**config.mk**
```make
export PLATFORM = sky130hd
export DESIGN_NAME = lvlb_link_demux
export DESIGN_NICKNAME = d
export VERILOG_FILES = /design/src/rtl/lvlb_pkg.sv /design/src/rtl/lvlb_ldm_steer.sv /design/src/rtl/lvlb_ldm_fifo.sv /design/src/rtl/lvlb_link_demux.sv
export SDC_FILE = /design/constraint.sdc
export NUM_CORES = 1
export LEC_CHECK = 0
export BUFFER_PORTS_ARGS = -buffer_cell sky130_fd_sc_hd__buf_4
export CAP_MARGIN = 40
export CORE_ASPECT_RATIO = 1.5
export CORE_UTILIZATION = 35
export CTS_BUF_LIST = sky130_fd_sc_hd__clkbuf_8
export DETAILED_ROUTE_END_ITERATION = 10
export HOLD_SLACK_MARGIN = 0.08
export SLEW_MARGIN = 20
export SYNTH_ARGS = -nofsm -noshare
export SYNTH_HDL_FRONTEND = slang
export SYNTH_SLANG_ARGS = --single-unit
```
**constraint.sdc**
```tcl
create_clock -name clk -period 14.17 [get_ports clk]
set_clock_uncertainty 0.05 [all_clocks]
set_input_delay 0.7085 -clock clk [delete_from_list [all_inputs] [get_ports clk]]
set_output_delay 0.7085 -clock clk [all_outputs]
set_load 0.03 [all_outputs]
```
**src/rtl/lvlb_pkg.sv**
```systemverilog
package lvlb_pkg;
  localparam int GW = 16;

  function automatic logic [GW-1:0] bin2gray(input logic [GW-1:0] b);
    return b ^ (b >> 1);
  endfunction

  function automatic logic [GW-1:0] gray2bin(input logic [GW-1:0] g);
    logic [GW-1:0] b;
    b[GW-1] = g[GW-1];
    for (int i = GW - 2; i >= 0; i--) b[i] = b[i+1] ^ g[i];
    return b;
  endfunction
endpackage

```
**src/rtl/lvlb_ldm_steer.sv**
```systemverilog
module lvlb_ldm_steer #(
  parameter int W = 20
) (
  input  logic         clk,
  input  logic         rst_n,
  input  logic         rx_trs,
  output logic         wr_a,
  output logic         wr_b
);
  logic lock_q, lock_d;
  logic last_a_q, last_a_d;
  logic sel_a;

  always_comb begin
    sel_a    = rx_trs | (lock_q & ~last_a_q);
    lock_d   = lock_q | rx_trs;
    last_a_d = sel_a;
    wr_a     = lock_d & sel_a;
    wr_b     = lock_d & ~sel_a;
  end

  always_ff @(posedge clk or negedge rst_n) begin
    if (!rst_n) begin
      lock_q   <= 1'b0;
      last_a_q <= 1'b0;
    end else begin
      lock_q   <= lock_d;
      last_a_q <= last_a_d;
    end
  end
endmodule

```
**src/rtl/lvlb_ldm_fifo.sv**
```systemverilog
module lvlb_ldm_fifo #(
  parameter int W  = 20,
  parameter int AW = 4
) (
  input  logic          clk,
  input  logic          rst_n,
  input  logic          wr_en,
  input  logic [W-1:0]  wr_data,
  input  logic          rd_en,
  output logic [W-1:0]  rd_data,
  output logic          full,
  output logic          empty,
  output logic [AW:0]   rd_level
);
  import lvlb_pkg::*;
  localparam int DEPTH = 1 << AW;
  localparam int PW    = AW + 1;

  logic [W-1:0]  mem [DEPTH];
  logic [PW-1:0] wptr_q, wptr_d, rptr_q, rptr_d;
  logic [PW-1:0] wgray_q, rgray_q;
  logic [PW-1:0] w2r_s1, w2r_s2, r2w_s1, r2w_s2;
  logic [PW-1:0] wr_fill;
  logic          do_wr, do_rd;

  always_comb begin
    wr_fill  = wptr_q - PW'(gray2bin(GW'(r2w_s2)));
    full     = (wr_fill == PW'(DEPTH));
    rd_level = PW'(gray2bin(GW'(w2r_s2))) - rptr_q;
    empty    = (rd_level == '0);
    do_wr    = wr_en & ~full;
    do_rd    = rd_en & ~empty;
    wptr_d   = wptr_q + PW'(do_wr);
    rptr_d   = rptr_q + PW'(do_rd);
    rd_data  = mem[rptr_q[AW-1:0]];
  end

  always_ff @(posedge clk) begin
    if (do_wr) mem[wptr_q[AW-1:0]] <= wr_data;
  end

  always_ff @(posedge clk or negedge rst_n) begin
    if (!rst_n) begin
      wptr_q  <= '0;
      rptr_q  <= '0;
      wgray_q <= '0;
      rgray_q <= '0;
      w2r_s1  <= '0;
      w2r_s2  <= '0;
      r2w_s1  <= '0;
      r2w_s2  <= '0;
    end else begin
      wptr_q  <= wptr_d;
      rptr_q  <= rptr_d;
      wgray_q <= PW'(bin2gray(GW'(wptr_d)));
      rgray_q <= PW'(bin2gray(GW'(rptr_d)));
      w2r_s1  <= wgray_q;
      w2r_s2  <= w2r_s1;
      r2w_s1  <= rgray_q;
      r2w_s2  <= r2w_s1;
    end
  end
endmodule

```
**src/rtl/lvlb_link_demux.sv**
```systemverilog
module lvlb_link_demux #(
  parameter int DATA_W    = 20,
  parameter int FIFO_AW   = 4,
  parameter int START_LVL = 3
) (
  input  logic              clk,
  input  logic              rst_n,
  input  logic [DATA_W-1:0] rx_word,
  input  logic              rx_trs,
  output logic [DATA_W-1:0] link_a,
  output logic [DATA_W-1:0] link_b,
  output logic              link_vld,
  output logic              hr_ce,
  output logic              fifo_err
);
  localparam int LW = FIFO_AW + 1;

  logic              wr_a, wr_b;
  logic [DATA_W-1:0] q_a, q_b;
  logic              full_a, full_b, empty_a, empty_b;
  logic [LW-1:0]     lvl_a, lvl_b;
  logic              ce_q, run_q, run_d, vld_q, vld_d, err_q, err_d;
  logic              load, go, pop;
  logic [DATA_W-1:0] a_q, a_d, b_q, b_d;

  lvlb_ldm_steer #(.W(DATA_W)) u_steer (
    .clk(clk), .rst_n(rst_n), .rx_trs(rx_trs), .wr_a(wr_a), .wr_b(wr_b)
  );

  lvlb_ldm_fifo #(.W(DATA_W), .AW(FIFO_AW)) u_fifo_a (
    .clk(clk), .rst_n(rst_n), .wr_en(wr_a), .wr_data(rx_word), .rd_en(pop),
    .rd_data(q_a), .full(full_a), .empty(empty_a), .rd_level(lvl_a)
  );

  lvlb_ldm_fifo #(.W(DATA_W), .AW(FIFO_AW)) u_fifo_b (
    .clk(clk), .rst_n(rst_n), .wr_en(wr_b), .wr_data(rx_word), .rd_en(pop),
    .rd_data(q_b), .full(full_b), .empty(empty_b), .rd_level(lvl_b)
  );

  always_comb begin
    load  = ~ce_q;
    go    = run_q | ((lvl_a >= LW'(START_LVL)) & (lvl_b >= LW'(START_LVL)));
    pop   = load & go & ~empty_a & ~empty_b;
    run_d = run_q | (load & go);
    vld_d = load ? pop : vld_q;
    a_d   = pop ? q_a : a_q;
    b_d   = pop ? q_b : b_q;
    err_d = err_q | (wr_a & full_a) | (wr_b & full_b)
          | (load & run_q & (empty_a | empty_b));
  end

  always_ff @(posedge clk or negedge rst_n) begin
    if (!rst_n) begin
      ce_q  <= 1'b0;
      run_q <= 1'b0;
      vld_q <= 1'b0;
      err_q <= 1'b0;
      a_q   <= '0;
      b_q   <= '0;
    end else begin
      ce_q  <= ~ce_q;
      run_q <= run_d;
      vld_q <= vld_d;
      err_q <= err_d;
      a_q   <= a_d;
      b_q   <= b_d;
    end
  end

  assign link_a   = a_q;
  assign link_b   = b_q;
  assign link_vld = vld_q;
  assign hr_ce    = ce_q;
  assign fifo_err = err_q;
endmodule

```
== Yosys cells after proc, flatten, opt, wreduce, memory -nomap -nowiden ==
Memory sizes are Yosys's and may differ from the RTL's. A register that Yosys moved wholly into a read port is not among the register bits.
Cells that the tools add are included.

* $lt $le $gt $ge: 2
* Multiplexer cells: 4
* Eq/ne operators: 2
* $add $sub $neg: 8
* Reduce and logical (&&, ||, !) cells: 4
* Bitwise logic cells: 50

{| class="wikitable"
|+ Operators by type and width
! cell !! count
|-
| adder 5 x 1 -> 5 bit || 4
|-
| subtractor 5 bit || 4
|-
| XOR 5 x 4 -> 5 bit || 4
|-
| XOR 1 bit || 16
|-
| bitwise AND 1 bit || 15
|-
| equality test 5 bit, second input constant || 2
|-
| greater-or-equal comparator 5 x 2 -> 1 bit, second input constant || 2
|-
| zero test 5 bit || 2
|-
| bitwise OR 1 bit || 8
|-
| NOT 1 bit || 7
|-
| two-way mux 1 bit || 4
|-
| zero test 1 bit || 2
|}

* Memories kept: 2
* Memory bits (writable): 640
* Bits in registers: 86

{| class="wikitable"
|+ Memory list
! memory !! words !! width !! rd ports !! clocked after memory_dff !! wr ports !! line !! RTL
|-
| u_fifo_a.mem || 16 || 20 || 1 || 1 || 1 || lvlb_ldm_fifo.sv:19 || <nowiki>logic [W-1:0] mem [DEPTH];</nowiki>
|-
| u_fifo_b.mem || 16 || 20 || 1 || 1 || 1 || lvlb_ldm_fifo.sv:19 ||
|}

== Depth between registers and ports, before layout ==
* Word-level depth: 14
* Depth in mapped cells: 18

== Cells and area by module ==
A second synthesis with hierarchy kept.

* Cells, all modules: 1,434
* Area total of the unflattened synthesis: 29,555.8 µm²

{| class="wikitable"
|+ Modules (own cells, without submodules)
! module !! area an instance (µm²) !! cells an instance !! instances !! sequential area each (µm²)
|-
| lvlb_ldm_fifo (u_fifo_a) || 13,850.8 || 661 || 1 || 10,560.1
|-
| lvlb_ldm_fifo (u_fifo_b) || 13,778.2 || 663 || 1 || 10,560.1
|-
| lvlb_link_demux || 1,844.3 || 102 || 1 || 1,101.1
|-
| lvlb_ldm_steer || 82.6 || 8 || 1 || 50.0
|}

== Least setup slack after synthesis ==
No wires, ideal clock.

* Path kind: register to register
* Start: reg u_fifo_a.r2w_s2[4]
* End: mem u_fifo_a.mem[0][0] (enable)
* Period minus slack after synthesis: 4,504 ps
* Buffers on the path: 1
* Cell stages (with the launch flop): 13
* Data required time: 13,698 ps
* Arrival: 4,031 ps
* Library setup time: 422 ps
* Setup slack: 9,666 ps
* Path through: dfrtp_1 > xnor2_1 > xor2_1 > xor2_1 > ha_1 > nor2b_1 > o21a_1 > o21a_1 > o2111ai_1 > and2_1 > buf_2 > or3b_1 > nor3_1

* Cells in the longest elaborated chain, start to end: 10

{| class="wikitable"
|+ RTL lines
! element !! line !! RTL
|-
| start: declaration || lvlb_ldm_fifo.sv:22 || <nowiki>logic [PW-1:0] w2r_s1, w2r_s2, r2w_s1, r2w_s2;</nowiki>
|-
| start signal: assignment || lvlb_ldm_fifo.sv:60 || <nowiki>r2w_s2 <= r2w_s1;</nowiki>
|-
| XOR 1 bit (4 in series) || lvlb_pkg.sv:11 || <nowiki>for (int i = GW - 2; i >= 0; i--) b[i] = b[i+1] ^ g[i];</nowiki>
|-
| subtractor 5 bit * || lvlb_ldm_fifo.sv:27 || <nowiki>wr_fill = wptr_q - PW'(gray2bin(GW'(r2w_s2)));</nowiki>
|-
| equality test 5 bit * || lvlb_ldm_fifo.sv:28 || <nowiki>full = (wr_fill == PW'(DEPTH));</nowiki>
|-
| NOT 1 bit * || lvlb_ldm_fifo.sv:31 || <nowiki>do_wr = wr_en & ~full;</nowiki>
|-
| bitwise AND 1 bit * || lvlb_ldm_fifo.sv:31 ||
|-
| two-way mux 1 bit * || lvlb_ldm_fifo.sv:39 || <nowiki>if (do_wr) mem[wptr_q[AW-1:0]] <= wr_data;</nowiki>
|-
| two-way mux 1 bit (not written as such) * || lvlb_ldm_fifo.sv:39 ||
|-
| end: declaration || lvlb_ldm_fifo.sv:19 ||
|}

Every way passes the cells marked *; elsewhere a longest branch is shown, timed or not.

== Worst setup path in the final report ==
* Start: reg u_fifo_a.w2r_s2[4]
* End: reg a_q[19] (netlist: link_a[19]), read port of u_fifo_a.mem

* Cells in the longest elaborated chain, start to end: 11
* Elaborated cells between the ends (all ways): 13

{| class="wikitable"
|+ RTL lines
! element !! line !! RTL
|-
| start: declaration || lvlb_ldm_fifo.sv:22 ||
|-
| start signal: assignment || lvlb_ldm_fifo.sv:58 || <nowiki>w2r_s2 <= w2r_s1;</nowiki>
|-
| XOR 1 bit (4 in series) || lvlb_pkg.sv:11 ||
|-
| subtractor 5 bit * || lvlb_ldm_fifo.sv:29 || <nowiki>rd_level = PW'(gray2bin(GW'(w2r_s2))) - rptr_q;</nowiki>
|-
| greater-or-equal comparator 5 x 2 -> 1 bit || lvlb_link_demux.sv:42 || <nowiki>go = run_q | ((lvl_a >= LW'(START_LVL)) & (lvl_b >= LW'(START_LVL)));</nowiki>
|-
| bitwise AND 1 bit || lvlb_link_demux.sv:42 ||
|-
| bitwise OR 1 bit || lvlb_link_demux.sv:42 ||
|-
| bitwise AND 1 bit || lvlb_link_demux.sv:43 || <nowiki>pop = load & go & ~empty_a & ~empty_b;</nowiki>
|-
| bitwise AND 1 bit * (2 in series) || lvlb_link_demux.sv:43 ||
|-
| end: declaration || lvlb_link_demux.sv:24 || <nowiki>logic [DATA_W-1:0] a_q, a_d, b_q, b_d;</nowiki>
|}

Marked as above.
A chain may end at the register's enable or synchronous reset.

==> flow_summary.toml <==
[global_route]
gr-usage-all-layers = 0.1453
grt_max_degree = 59
antenna_found_initial = 2
grt_pass1_vias = 14120
grt-ovfl-total = 0
grt_pass1_wl_um = 90290

[floorplan]
dieArea_um2 = 84450
die_h_um = 355.4
coreArea_um2 = 82480
rows = 129
initial_core_util = 0.3534
die_w_um = 237.6
ios = 66

[place]
place_hpwl_um = 36680
place.gp.congestion = 0.7171
dp_slack_ps = 9688
post_dp_cell_area_um2 = 31380
port_buffers = 65

[route]
ant_nets = 0
drtPass1Iterations = 4
drt_wl_total_um = 59520
drc = 0
routedWlPerCell_um = 22.59
num_vias = 12770
via_per_inst = 4.844
drt_iter0_markers = 865

[critical_path]
crit_chain = "xor2_1, xnor2_1, xor2_1, xor2_1, ha_1, fa_1, nand2b_1, a21oi_1, xnor2_1, nand3_1, o22ai_1, a211oi_4, buf_4, buf_4, mux2_2"
crit_path_end_kind = "register"
critPathMaxFanout = 28
crit_type = "register to register"
crit_family = "XOR/XNOR gates"
crit_arrival_ps = 4900
crit_path_frequent_cell = "xor2_1"
startpoint_type = "register"
critPathBufInv = 2
cpPeakStageDelay_ps = 540
cp_slowest_cell = "buf_4"
crit_required_ps = 14720

[yosys]
synth_flop_cell = "edfxtp_1"
synth.most_common_cell = "edfxtp_1"
synth_common_cells = "edfxtp_1, mux4_2, dfrtp_1, mux2_4, xnor2_1"
synth_edf_count = 640
ys_ff_latch = 762
synthTopCellsByArea = "edfxtp_1, mux4_2, dfrtp_1"
yosysWarnings = 0
yosys.area.top_type = "edfxtp_1"
synth_top_area_frac = 0.6594
syn_inst = 1258
yosys.cell_types.count = 39
synthArstFlopShare = 0.1601
ys_seq_area_frac = 0.7641
synth_area_um2 = 29150
syn_area_per_cell_um2 = 23.17
syn-num-nets = 1307

[sta]
tns_ps = 0
fmaxAchievable_mhz = 229.8
period_needed_ps = 4351
grt_setup_unrepaired = "false"
slew_headroom = 0.5000
drv_slew = 0
tightest_slew_ps = 747.6
fin_crit_sh = 0.3071
setup_violations = 0
worst_slack_ps = 9819
hold_viol = 0

[cts]
cts_max_level = 3
cts_buffers = 109
cts_sinks = 762
root_buffer = "clkbuf_8"
cts.clk_slew.worst_paths_ps = 70
clk_latency_ps = 720
clockBufferDepth = 3
cts_tree = "yes"

[min_path]
hold_class = "input pin to register"

[layout]
final_area_um2 = 33580
syn_to_final_growth_pct = 15.21
fill_cells = 7161
fin_nets = 1476
drive_gt1_frac = 0.3504

[outcome]
status = "complete, no violations"

[pwr]
power.density_nw_per_um2 = 213.4
ir_drop_v = 0.0001249
p_leak_nw = 11.26

[job]
drv_cap = 0
cell families (layout without fill, tap and decap cells):
logic type | Yosys count | after routing | synth area share
flops | 762 | 762 | 0.7641
mux | 240 | 240 | 0.1749
fa+ha+maj | 26 | 26 | 0.01168
compound gates | 19 | 19 | 0.005066
other cells | 0 | 1 | 0
buf+inv | 71 | 334 | 0.01236
xor+xnor | 58 | 58 | 0.01743
simple gates | 82 | 82 | 0.01442
sequential cells by signal, summed over array words and instances (netlist names), 20 cells and up:
register      cells
link_a           20
link_b           20
u_fifo_b.mem    320
u_fifo_a.mem    320
layout make-up:
cell class,count,area (µm²),share of cell area
Antenna cell,1,2.502,0.00007453
Clock buffer,121,1665,0.04960
Clock inverter,84,460.4,0.01371
Inverter,20,75.07,0.002236
Multi-Input combinational cell,425,6670,0.1987
Sequential cell,762,22290,0.6637
Tap cell,1113,1393,0.04147
Timing Repair Buffer,109,1025,0.03052
per-stage QoR:
stage	total power, mW	cells	hold slack [ps]	utilization
final	7.166	2635	178.7	0.4071
after global routing	7.551	2635	155.3	0.4071
after detailed placement	5.588	2425	284.7	0.3804
after CTS	7.273	2631	108.6	0.4063
after floorplan	4.791	1258	281.2	-
after global placement	5.479	2415	281.2	0.3771
worst paths after layout:
| kind | start | endpoint | slack [ps] | depth (start not counted) |
|---|---|---|---|---|
| worst max register to register | u_fifo_a.w2r_s2[4] | link_a[19] | 9820 | 15 |
| max in group asynchronous | rst_n | u_fifo_a.rptr_q[1] | 12450 | 4 |
| worst min-delay path | rx_trs | u_steer.lock_q | 180 | 2 |
| worst min register to register | u_fifo_b.rgray_q[2] | u_fifo_b.r2w_s1[2] | 290 | 0 |
| min in group asynchronous | rst_n | link_a[4] | 500 | 2 |
| worst max-delay path | u_fifo_a.w2r_s2[4] | link_a[19] | 9820 | 15 |
worst register-to-register path, delay by kind of cell (launching register included):
kind                     cells  cell delay (ps)
multiplexers                 1              440
XOR/XNOR                     5              960
AND/OR/NAND/NOR              2              250
flip-flops                   1              400
AO/OA/AOI/OAI                3              580
buffers and inverters        2              920
adder cells (fa/ha/maj)      2              670
per-layer routing:
metal / up-vias / track usage / wire length [µm]
met1: 6870 / 0.1707 / 23250
met4: 2 / 0.05884 / 1465
li1: 5529 / - / -
met2: 261 / 0.2642 / 32790
met3: 103 / 0.02234 / 2000
met5: - / 0 / 13
cells in the final DEF (no fill, tap or decap), types with 6 or more instances in the layout:
master | Yosys | final
clkinv_2 | 0 | 12
nor2_4 | 0 | 11
nand3_1 | 12 | 12
buf_4 | 16 | 95
buf_16 | 0 | 9
nand3b_1 | 6 | 6
xor2_1 | 26 | 26
clkbuf_8 | 0 | 121
edfxtp_1 | 640 | 640
mux4_2 | 200 | 200
xnor2_1 | 32 | 32
inv_1 | 20 | 64
ha_1 | 24 | 24
mux2_4 | 38 | 38
nor3_2 | 1 | 7
clkinvlp_4 | 0 | 7
nand2_1 | 9 | 9
nor2_2 | 0 | 13
nand2b_1 | 6 | 6
dfrtp_1 | 122 | 118
clkinv_1 | 0 | 16
nor2_1 | 30 | 6
what timing repair did:
item                      in CTS  in global routing
setup buffers                  0                  0
hold buffers                   1                  0
hold endpoints to repair      57                  0
resized for setup              0                  0
where the power goes:
part	internal, mW	total [mW]	switching, mW
Clock	0.843	1.67	0.822
Combinational	1.19	2.49	1.29
Sequential	2.83	3.02	0.189
No activity file was read; power rests on OpenSTA's default activity.
